--- src/rtl/dsa_pkg.sv ---
package dsa_pkg;
   typedef enum logic [1:0] {
      ST_IDLE = 2'd0,
      ST_HOLD = 2'd1,
      ST_WAIT = 2'd2,
      ST_RUN  = 2'd3
   } dsa_state_e;

   localparam logic [1:0] LANE_A = 2'b01;
   localparam logic [1:0] LANE_B = 2'b10;
   localparam logic [1:0] LANE_BOTH = 2'b11;
endpackage

--- src/rtl/dsa_skew_mag.sv ---
module dsa_skew_mag #(
   parameter int SKEW_W   = 8,
   parameter int MAX_SKEW = 64,
   parameter bit CLAMP    = 1'b1,
   parameter int MAG_W    = 7
) (
   input  logic [SKEW_W-1:0] skew,
   output logic [MAG_W-1:0]  mag,
   output logic [1:0]        lead_vec
);
   import dsa_pkg::*;

   logic              neg;
   logic [SKEW_W-1:0] raw;

   assign neg      = skew[SKEW_W-1];
   assign raw      = neg ? (~skew + 1'b1) : skew;
   assign lead_vec = neg ? LANE_B : LANE_A;

   generate
      if (CLAMP) begin : g_clamp
         assign mag = (raw > SKEW_W'(MAX_SKEW)) ? MAG_W'(MAX_SKEW) : MAG_W'(raw);
      end else begin : g_pass
         assign mag = MAG_W'(raw);
      end
   endgenerate
endmodule

--- src/rtl/dsa_holdoff.sv ---
module dsa_holdoff #(
   parameter int MAG_W = 7
) (
   input  logic             clk,
   input  logic             rst_n,
   input  logic             realign,
   input  logic [MAG_W-1:0] mag,
   input  logic [1:0]       lead_vec,
   input  logic             both_nz,
   output logic [1:0]       wr_q,
   output logic [1:0]       rd_q,
   output logic             rdy_q,
   output logic             clr_o
);
   import dsa_pkg::*;

   dsa_state_e       state;
   logic [MAG_W-1:0] cnt;

   assign clr_o = (state == ST_IDLE);

   always_ff @(posedge clk or negedge rst_n) begin
      if (!rst_n) begin
         state <= ST_IDLE;
         cnt   <= '0;
         wr_q  <= '0;
         rd_q  <= '0;
         rdy_q <= 1'b0;
      end else if (realign) begin
         state <= ST_IDLE;
         cnt   <= '0;
         wr_q  <= '0;
         rd_q  <= '0;
         rdy_q <= 1'b0;
      end else begin
         case (state)
            ST_IDLE: begin
               if (mag == '0) begin
                  wr_q  <= LANE_BOTH;
                  state <= ST_WAIT;
               end else begin
                  wr_q  <= lead_vec;
                  cnt   <= mag;
                  state <= ST_HOLD;
               end
            end
            ST_HOLD: begin
               if (cnt == MAG_W'(1)) begin
                  wr_q  <= LANE_BOTH;
                  state <= ST_WAIT;
               end else begin
                  cnt <= cnt - 1'b1;
               end
            end
            ST_WAIT: begin
               if (both_nz) begin
                  rd_q  <= LANE_BOTH;
                  rdy_q <= 1'b1;
                  state <= ST_RUN;
               end
            end
            default: ;
         endcase
      end
   end

   // only the leading lane writes during the hold-off window
   p_hold_onehot_r2: assert property (@(posedge clk) disable iff (!rst_n)
      (state == ST_HOLD) |-> $onehot(wr_q));

   // reads never run on one lane only
   p_rd_pair_r4: assert property (@(posedge clk) disable iff (!rst_n)
      $countones(rd_q) != 1);

   // ready holds until a realign request
   p_ready_stays_r4: assert property (@(posedge clk) disable iff (!rst_n)
      (rdy_q && !realign) |=> rdy_q);

   // reads start only after both counts were non-zero
   p_rd_after_fill_r6: assert property (@(posedge clk) disable iff (!rst_n)
      $rose(rdy_q) |-> $past(both_nz));

   // a realign request silences all enables
   p_realign_quiet_r11: assert property (@(posedge clk) disable iff (!rst_n)
      realign |=> (wr_q == 2'b00 && rd_q == 2'b00 && !rdy_q && clr_o));
endmodule

--- src/rtl/dsa_level_guard.sv ---
module dsa_level_guard #(
   parameter int CNT_W = 9,
   parameter int DEPTH = 256
) (
   input  logic                 clk,
   input  logic                 rst_n,
   input  logic                 realign,
   input  logic [1:0]           wr_en,
   input  logic [1:0]           rd_en,
   input  logic [1:0][CNT_W-1:0] fill,
   output logic                 err
);
   logic [1:0] uf;
   logic [1:0] of;

   generate
      for (genvar i = 0; i < 2; i++) begin : g_lane
         assign uf[i] = rd_en[i] && (fill[i] == '0);
         assign of[i] = wr_en[i] && (fill[i] >= CNT_W'(DEPTH));
      end
   endgenerate

   always_ff @(posedge clk or negedge rst_n) begin
      if (!rst_n)       err <= 1'b0;
      else if (realign) err <= 1'b0;
      else              err <= err | (|uf) | (|of);
   end

   // a read from an empty FIFO raises the flag
   p_underflow_r9: assert property (@(posedge clk) disable iff (!rst_n)
      ((rd_en[0] && fill[0] == '0) || (rd_en[1] && fill[1] == '0)) && !realign |=> err);

   // a write into a full FIFO raises the flag
   p_overflow_r10: assert property (@(posedge clk) disable iff (!rst_n)
      ((wr_en[0] && fill[0] >= CNT_W'(DEPTH)) || (wr_en[1] && fill[1] >= CNT_W'(DEPTH)))
      && !realign |=> err);

   // the flag is sticky until realign
   p_err_sticky_r10: assert property (@(posedge clk) disable iff (!rst_n)
      (err && !realign) |=> err);
endmodule

--- src/rtl/dual_stream_aligner.sv ---
module dual_stream_aligner #(
   parameter int SKEW_W   = 8,
   parameter int CNT_W    = 9,
   parameter int DEPTH    = 256,
   parameter int MAX_SKEW = 64,
   parameter bit CLAMP    = 1'b1
) (
   input  logic              clk,
   input  logic              rst_n,
   input  logic              realign,
   input  logic [SKEW_W-1:0] skew,
   input  logic [CNT_W-1:0]  fill_a,
   input  logic [CNT_W-1:0]  fill_b,
   output logic [1:0]        wr_en,
   output logic [1:0]        rd_en,
   output logic              fifo_clr,
   output logic              ready,
   output logic              err
);
   localparam int MAG_W = CLAMP ? $clog2(MAX_SKEW + 1) : SKEW_W;

   generate
      if (MAX_SKEW >= DEPTH) begin : g_bad_skew
         $error("MAX_SKEW must be below DEPTH");
      end
      if (DEPTH >= (1 << CNT_W)) begin : g_bad_cnt
         $error("DEPTH must fit in CNT_W bits");
      end
      if (MAX_SKEW > (1 << (SKEW_W - 1))) begin : g_bad_w
         $error("SKEW_W too narrow for MAX_SKEW");
      end
      if (!CLAMP && ((1 << (SKEW_W - 1)) >= DEPTH)) begin : g_bad_pass
         $error("unclamped skew range exceeds DEPTH");
      end
   endgenerate

   logic [MAG_W-1:0]      mag;
   logic [1:0]            lead_vec;
   logic                  both_nz;
   logic [1:0][CNT_W-1:0] fill;

   assign both_nz = (fill_a != '0) && (fill_b != '0);
   assign fill    = {fill_b, fill_a};

   dsa_skew_mag #(
      .SKEW_W  (SKEW_W),
      .MAX_SKEW(MAX_SKEW),
      .CLAMP   (CLAMP),
      .MAG_W   (MAG_W)
   ) u_mag (
      .skew    (skew),
      .mag     (mag),
      .lead_vec(lead_vec)
   );

   dsa_holdoff #(
      .MAG_W(MAG_W)
   ) u_hold (
      .clk     (clk),
      .rst_n   (rst_n),
      .realign (realign),
      .mag     (mag),
      .lead_vec(lead_vec),
      .both_nz (both_nz),
      .wr_q    (wr_en),
      .rd_q    (rd_en),
      .rdy_q   (ready),
      .clr_o   (fifo_clr)
   );

   dsa_level_guard #(
      .CNT_W(CNT_W),
      .DEPTH(DEPTH)
   ) u_guard (
      .clk    (clk),
      .rst_n  (rst_n),
      .realign(realign),
      .wr_en  (wr_en),
      .rd_en  (rd_en),
      .fill   (fill),
      .err    (err)
   );

   // flush request stays up while the controller is idle
   p_clr_quiet_r1: assert property (@(posedge clk) disable iff (!rst_n)
      fifo_clr |-> (wr_en == 2'b00 && rd_en == 2'b00 && !ready));
endmodule

--- config.mk ---
export PLATFORM = sky130hd
export DESIGN_NAME = dual_stream_aligner
export DESIGN_NICKNAME = d
export VERILOG_FILES = /design/src/rtl/dsa_pkg.sv /design/src/rtl/dsa_skew_mag.sv /design/src/rtl/dsa_holdoff.sv /design/src/rtl/dsa_level_guard.sv /design/src/rtl/dual_stream_aligner.sv
export SDC_FILE = /design/constraint.sdc
export NUM_CORES = 1
export LEC_CHECK = 0
export CORE_UTILIZATION = 49
export DETAILED_ROUTE_END_ITERATION = 8
export PLACE_DENSITY = 0.8
export SLEW_MARGIN = 5
export SYNTH_ARGS = -nofsm -noshare
export SYNTH_HDL_FRONTEND = slang
export SYNTH_HIERARCHICAL = 1
export SYNTH_SLANG_ARGS = --single-unit
--- constraint.sdc ---
create_clock -name clk -period 2.24 [get_ports clk]
set_clock_uncertainty 0.1 [all_clocks]
set_input_delay 0.448 -clock clk [delete_from_list [all_inputs] [get_ports clk]]
set_output_delay 0.448 -clock clk [all_outputs]
set_load 0.05 [all_outputs]
=== Word-level counts from Yosys, hierarchy flattened ===
Index checks and enable logic that the tools add are counted.
Widths: inputs -> output; s select.

* Output and inout port bits: 7
* Input bits: 29
* Bits in registers: 15

* Multiplexer cells: 22
* Bitwise gates (word level): 3
* Magnitude comparators: 3
* Add/subtract/negate cells: 2
* Reduce and logical (&&, ||, !) cells: 21
* Equal/unequal tests: 7

{| class="wikitable"
|+ Operators by type and width
! kind !! number
|-
| $mux 7 || 4
|-
| $mux 2 || 10
|-
| $ge 9x9->1 const B || 2
|-
| $logic_not 9->1 || 2
|-
| $reduce_bool 9->1 || 2
|-
| $pmux 7 s2 || 1
|-
| $ne 3x3->1 const B || 3
|-
| $add 8x1->8 const B || 1
|-
| $gt 8x7->1 const B || 1
|-
| $mux 8 || 1
|-
| $not 8->8 || 1
|-
| $eq 7x1->1 const B || 1
|-
| $logic_not 7->1 || 1
|-
| $sub 7x1->7 const B || 1
|-
| $pmux 2 s3 || 1
|-
| $reduce_and 3->1 || 2
|-
| $logic_and 1x1->1 || 5
|-
| $mux 1 || 4
|-
| $pmux 2 s2 || 1
|-
| $reduce_and 2->1 || 2
|-
| $reduce_bool 2->1 || 2
|-
| $reduce_bool 4->1 || 1
|-
| $reduce_or 2->1 || 2
|-
| $ne 3x2->1 const B || 1
|-
| other kinds (5) || 6
|}

=== Longest topological paths before layout ===
* Depth after elaboration: 9
* Depth in mapped cells: 10
* Depth with buffers taken out: 10

=== By module ===
Netlist, hierarchy kept.

{| class="wikitable"
|+ Modules (own cells, without submodules)
! module !! area an instance (um^2) !! cells an instance !! times used !! seq. area each (um^2)
|-
| dsa_holdoff || 874.6 || 100 || 1 || 300.3
|-
| dsa_skew_mag || 319.1 || 45 || 1 || 0.0
|-
| dsa_level_guard || 110.1 || 11 || 1 || 25.0
|-
| dual_stream_aligner || 41.3 || 7 || 1 || 0.0
|}

=== Worst setup path before layout ===
No wires, ideal clock.

* Path type: input to register
* Start point: input port skew[0]
* End point: register u_hold.cnt[3]
* Library setup time: 0.136 ns
* Arrival time: 2.923 ns
* Slack: -0.919 ns
* Path buffers: 0
* Cell stages on the path: 10
* Data required time: 2.004 ns
* Cells stage by stage: inv_1 ha_1 or4b_4 or4_1 nand4_1 a21oi_1 nor4_1 nand3_1 a32oi_1 a21oi_1

* Longest elaborated chain between the ends: 8
* Elaborated cells between the ends (all ways): 11
* Those cells by class: 1 x add/sub; 1 x order compare; 1 x eq/ne; 5 x mux; 1 x bitwise; 2 x reduce/logical

{| class="wikitable"
|+ RTL lines
! element !! RTL line !! source
|-
| start, declared || dual_stream_aligner.sv:11 || <nowiki>input logic [SKEW_W-1:0] skew,</nowiki>
|-
| $not 8->8 || dsa_skew_mag.sv:17 || <nowiki>assign raw = neg ? (~skew + 1'b1) : skew;</nowiki>
|-
| $add 8x1->8 || dsa_skew_mag.sv:17 ||
|-
| $mux 8 * || dsa_skew_mag.sv:17 ||
|-
| $gt 8x7->1 || dsa_skew_mag.sv:22 || <nowiki>assign mag = (raw > SKEW_W'(MAX_SKEW)) ? MAG_W'(MAX_SKEW) : MAG_W'(raw);</nowiki>
|-
| $mux 7 * || dsa_skew_mag.sv:22 ||
|-
| via mag[1] || dual_stream_aligner.sv:37 || <nowiki>logic [MAG_W-1:0] mag;</nowiki>
|-
| $logic_not 7->1 * || dsa_holdoff.sv:38 || <nowiki>if (mag == '0) begin</nowiki>
|-
| $ne 3x3->1 (no line) * || -- ||
|-
| $reduce_and 3->1 (no line) * || -- ||
|-
| end signal, assigned || dsa_holdoff.sv:43 || <nowiki>cnt <= mag;</nowiki>
|-
| end signal, assigned || dsa_holdoff.sv:52 || <nowiki>cnt <= cnt - 1'b1;</nowiki>
|-
| end, declared || dsa_holdoff.sv:18 || <nowiki>logic [MAG_W-1:0] cnt;</nowiki>
|}

The timed path passes the listed nets; every way through them passes the cells marked *. The select of a mux whose other input is x is not followed.
A chain may end at the register's enable or synchronous reset.

=== Worst setup path after layout ===
* Start point: input port skew[0]
* End point: register u_hold.cnt[2]

The elaborated chain is that of the path after synthesis.

==> run_results.csv <==
group,metric,value,unit
floorplanning,die_h,54.4,um
power,vdd.ir_drop.worst,975,uV
finish,final_nets,267,
grt,grt_max_degree,16,
cts,cts_sinks,13,
placement,place_ws,-1360,ps
critical_path,critical_path_peak_fanout,5,
power,p_leak,0.892,nW
synthesis,synth.largest_area_cell,"sky130_fd_sc_hd__dfrtp_1",
status,violations,"negative setup slack",
synthesis,postSynthRegisterBits,13,
finish,layout-drive-gt1-share,35.9,%
drt,final_antenna_net_count,0,
critical_path,reg2regPathDepth,5,
grt,globalRoute.busiestLayer,"met2",
floorplanning,row_count,18,
synthesis,ys.flop_type,"sky130_fd_sc_hd__dfrtp_1",
cts,numCtsBuffers,3,
drt,first_iter_violations,89,
critical_path,worst_ep_required_time,2300,ps
critical_path,crit_path_max_delay_cell_type,"sky130_fd_sc_hd__or4b_4",
critical_path,worst-endpoint-arrival,2950,ps
placement,gpl.final_weighted_congestion,0.888,
critical_path,worstReg2RegStart,"u_hold/state[1]$_DFFE_PN0P_",
floorplanning,pin_count,36,
synthesis,synthesis.area,1350,um2
cts,clock-root-buffer,"sky130_fd_sc_hd__clkbuf_4",
finish,layout.core_utilization,87.0,%
floorplanning,dieArea,2960,um2
timing,setup_ws,-645,ps
placement,placement.io_buffers,35,
grt,grt_util_met3,5.56,%
floorplanning,die_x,54.4,um
drt,drt_total_wl,5530,um
grt,grt_pass1_wl,7050,um
synthesis,syn-instance-count,163,
power,p_per_area,873,nW/um2
floorplanning,initial_utilization,52.9,%
timing,final_layout_worst_hold_slack,438,ps
critical_path,cp_common_cell,"sky130_fd_sc_hd__buf_4",
synthesis,synth.avg_cell_area,8.25,um2
drt,drt_first_pass_iters,7,
timing,fmax,347,MHz
floorplanning,core_area,2540,um2
status,status,"complete, but fails checks",
synthesis,number_of_nets_in_the_synthesized_netlist,198,
timing,finalMaxSlewViolations,0,
drt,wire_per_inst,21.2,um
cts,clockBufferDepth,2,
timing,worstMarginPinSlew,640,ps
timing,setup-violations-final,11,
synthesis,synth_area_leaders,"sky130_fd_sc_hd__dfrtp_1, sky130_fd_sc_hd__ha_1, sky130_fd_sc_hd__a21oi_1, sky130_fd_sc_hd__inv_1, sky130_fd_sc_hd__nand4_1",
finish,antenna-diode-count,0,
synthesis,synth-seq-area-share,24.2,%
grt,grt_pass1_vias,1573,
critical_path,timing.critical_path.cells,"buf_12 > inv_16 > ha_4 > or4b_4 > buf_4 > o21ai_2 > xnor2_1 > a21oi_2 > nor4_4 > nand3_2 > buf_4 > nand4b_1 > a31oi_1",
timing,final_min_period_over_clock_period,129,%
drt,detail_route.drc_violations,0,
grt,number_of_antenna_violations_at_the_first_check_in_global_routing,0,
cts,cts_tree,"done",
critical_path,crit_family,"simple AND/OR/NAND/NOR gates",
timing,timing.final.crit_period,2890,ps
min_path,hold_class,"in -> async",
critical_path,worst_setup_path_start_kind,"input pin",
synthesis,synth_enable_flop_cells,0,
critical_path,regToRegEndpoint,"u_hold/wr_q[1]$_DFFE_PN0P_",
synthesis,post_synthesis_async_set_or_reset_flop_share,100,%
timing,unrepaired_setup_endpoints_after_global_routing,"yes",
cts,cts_htree_levels,1,
drt,vias,1724,
critical_path,worst_setup_path_end_kind,"register",
critical_path,timing_worst_setup_path_type,"in -> reg",
critical_path,r2r_setup_slack,-150,ps
timing,hold_viol,0,
grt,grt_use_met2,56.9,%
grt,grt_overflow_total,0,
grt,grt.met1_usage,39.3,%
synthesis,synth.top_cell.area_share,24.2,%
cts,clk_pin_slew_worst_paths,100,ps
timing,timing.slew.headroom,57.3,%
run,max-cap-violations,0,
grt,global_route.usage.total,33.1,%
critical_path,critical_path.n_buffers_inverters,4,
drt,viasPerCell,6.61,
synthesis,synth-warning-count,6,
finish,area.growth.synth_to_final,64.6,%
cts,clk_latency,280,ps
synthesis,synth.lib_cells_used.distinct,50,
placement,dpl.hpwl,3190,um
critical_path,timing.critical_path.slowest_cell_delay,490,ps
[registers in the layout (all words and copies together) (netlist names)]
| signal | count |
|---|---|
| u_guard/err | 1 |
| u_hold/cnt | 7 |
| u_hold/rd_q | 1 |
| u_hold/state | 2 |
| u_hold/wr_q | 2 |
[cells in the final DEF, fill, tap and decap left out, drive strengths merged, types with 6 or more instances in the layout]
cell type / netlist / routed
buf: 6 / 42
clkdlybuf4s50: 0 / 28
dfrtp: 13 / 13
inv: 13 / 13
nor2: 13 / 13
a21oi: 12 / 12
nand2: 9 / 9
nor4: 8 / 8
o21ai: 8 / 8
nand4: 7 / 7
nor3: 6 / 6
ha: 6 / 6
[layer usage]
layer	vias to the layer above	part of all wire [%]
li1	748	-
met1	796	36
met2	143	51
met3	37	8.3
met4	0	5.4
met5	-	0
[stage by stage]
stage / instances / area, um2 / TNS, ps / power, mW
after global placement: 249 / 2000 / -13270 / 1.50
after detailed placement: 249 / 2000 / -13940 / 1.54
after floorplan: 163 / 1440 / -4820 / 1.19
final: 261 / 2210 / -6000 / 1.93
after global routing: 261 / 2210 / -6410 / 2.02
after CTS: 257 / 2090 / -4900 / 1.72
[worst reg2reg max path, delay by kind of cell, from the launching register on]
family / cells / cell delay [ps]
DFF: 1 / 390
muxes: 1 / 350
buffers and inverters: 1 / 100
and+or+nand+nor: 2 / 770
adders and majority gates: 1 / 570
[report_power, final]
group	switching (mW)	leakage, nW	internal [mW]	total (mW)
sequential	0.102	0.172	0.314	0.416
combinational	0.787	0.705	0.569	1.36
clock	0.0922	0.0150	0.0691	0.161
[area by class of cell]
cell class | instances | area [um2]
multi-input combinational | 127 | 1070
clock buffer | 4 | 26.3
tap | 30 | 37.5
inverter | 13 | 77.6
sequential | 13 | 325
timing repair buffer | 74 | 678
fill | 109 | 332
[synth_stat cells, types with 3 or more instances]
| cell | count |
|---|---|
| sky130_fd_sc_hd__a21oi_1 | 12 |
| sky130_fd_sc_hd__a31oi_1 | 4 |
| sky130_fd_sc_hd__a32oi_1 | 3 |
| sky130_fd_sc_hd__buf_4 | 3 |
| sky130_fd_sc_hd__buf_6 | 3 |
| sky130_fd_sc_hd__clkbuf_1 | 4 |
| sky130_fd_sc_hd__dfrtp_1 | 13 |
| sky130_fd_sc_hd__ha_1 | 6 |
| sky130_fd_sc_hd__inv_1 | 13 |
| sky130_fd_sc_hd__nand2_1 | 9 |
| sky130_fd_sc_hd__nand4_1 | 7 |
| sky130_fd_sc_hd__nand4b_1 | 3 |
| sky130_fd_sc_hd__nor2_1 | 9 |
| sky130_fd_sc_hd__nor2_2 | 4 |
| sky130_fd_sc_hd__nor2b_1 | 4 |
| sky130_fd_sc_hd__nor3_1 | 6 |
| sky130_fd_sc_hd__nor4_1 | 7 |
| sky130_fd_sc_hd__o21ai_0 | 8 |
| sky130_fd_sc_hd__o31a_1 | 3 |
| sky130_fd_sc_hd__xnor2_1 | 4 |
[repair_timing]
action                     in CTS  in global routing
setup endpoints to repair      11                 11
setup buffers                   5                  5
cloned                          0                  0
resized for setup              24                 31
hold buffers                    0                  0
pin swaps                      19                 23
[how the worst max path moves through the flow]
stage | startpoint | end | slack (ps) | depth (start not counted)
finish | skew[0] | u_hold/cnt[2]$_DFFE_PN0P_ | -650 | 13
global route | skew[1] | u_hold/cnt[2]$_DFFE_PN0P_ | -670 | 13
CTS | skew[0] | u_hold/cnt[1]$_DFFE_PN0P_ | -540 | 12
detailed placement | skew[1] | u_hold/cnt[1]$_DFFE_PN0P_ | -1360 | 12
global placement | skew[1] | u_hold/cnt[1]$_DFFE_PN0P_ | -1290 | 12
floorplan | skew[0] | u_hold/cnt[1]$_DFFE_PN0P_ | -530 | 10
[cells by family (layout without fill, tap and decap cells)]
group                      Yosys count  count (layout)  synth area share [%]
AOI/OAI and AO/OA                   45              45                  22.2
xor gates and xnor gates             5               5                  3.26
adders and majority gates            6               6                  5.58
buffers and inverters               23              91                  8.93
DFF                                 13              13                  24.2
muxes                                5               5                  4.28
and+or+nand+nor                     66              66                  31.5
No activity file was read; power rests on OpenSTA's default activity.
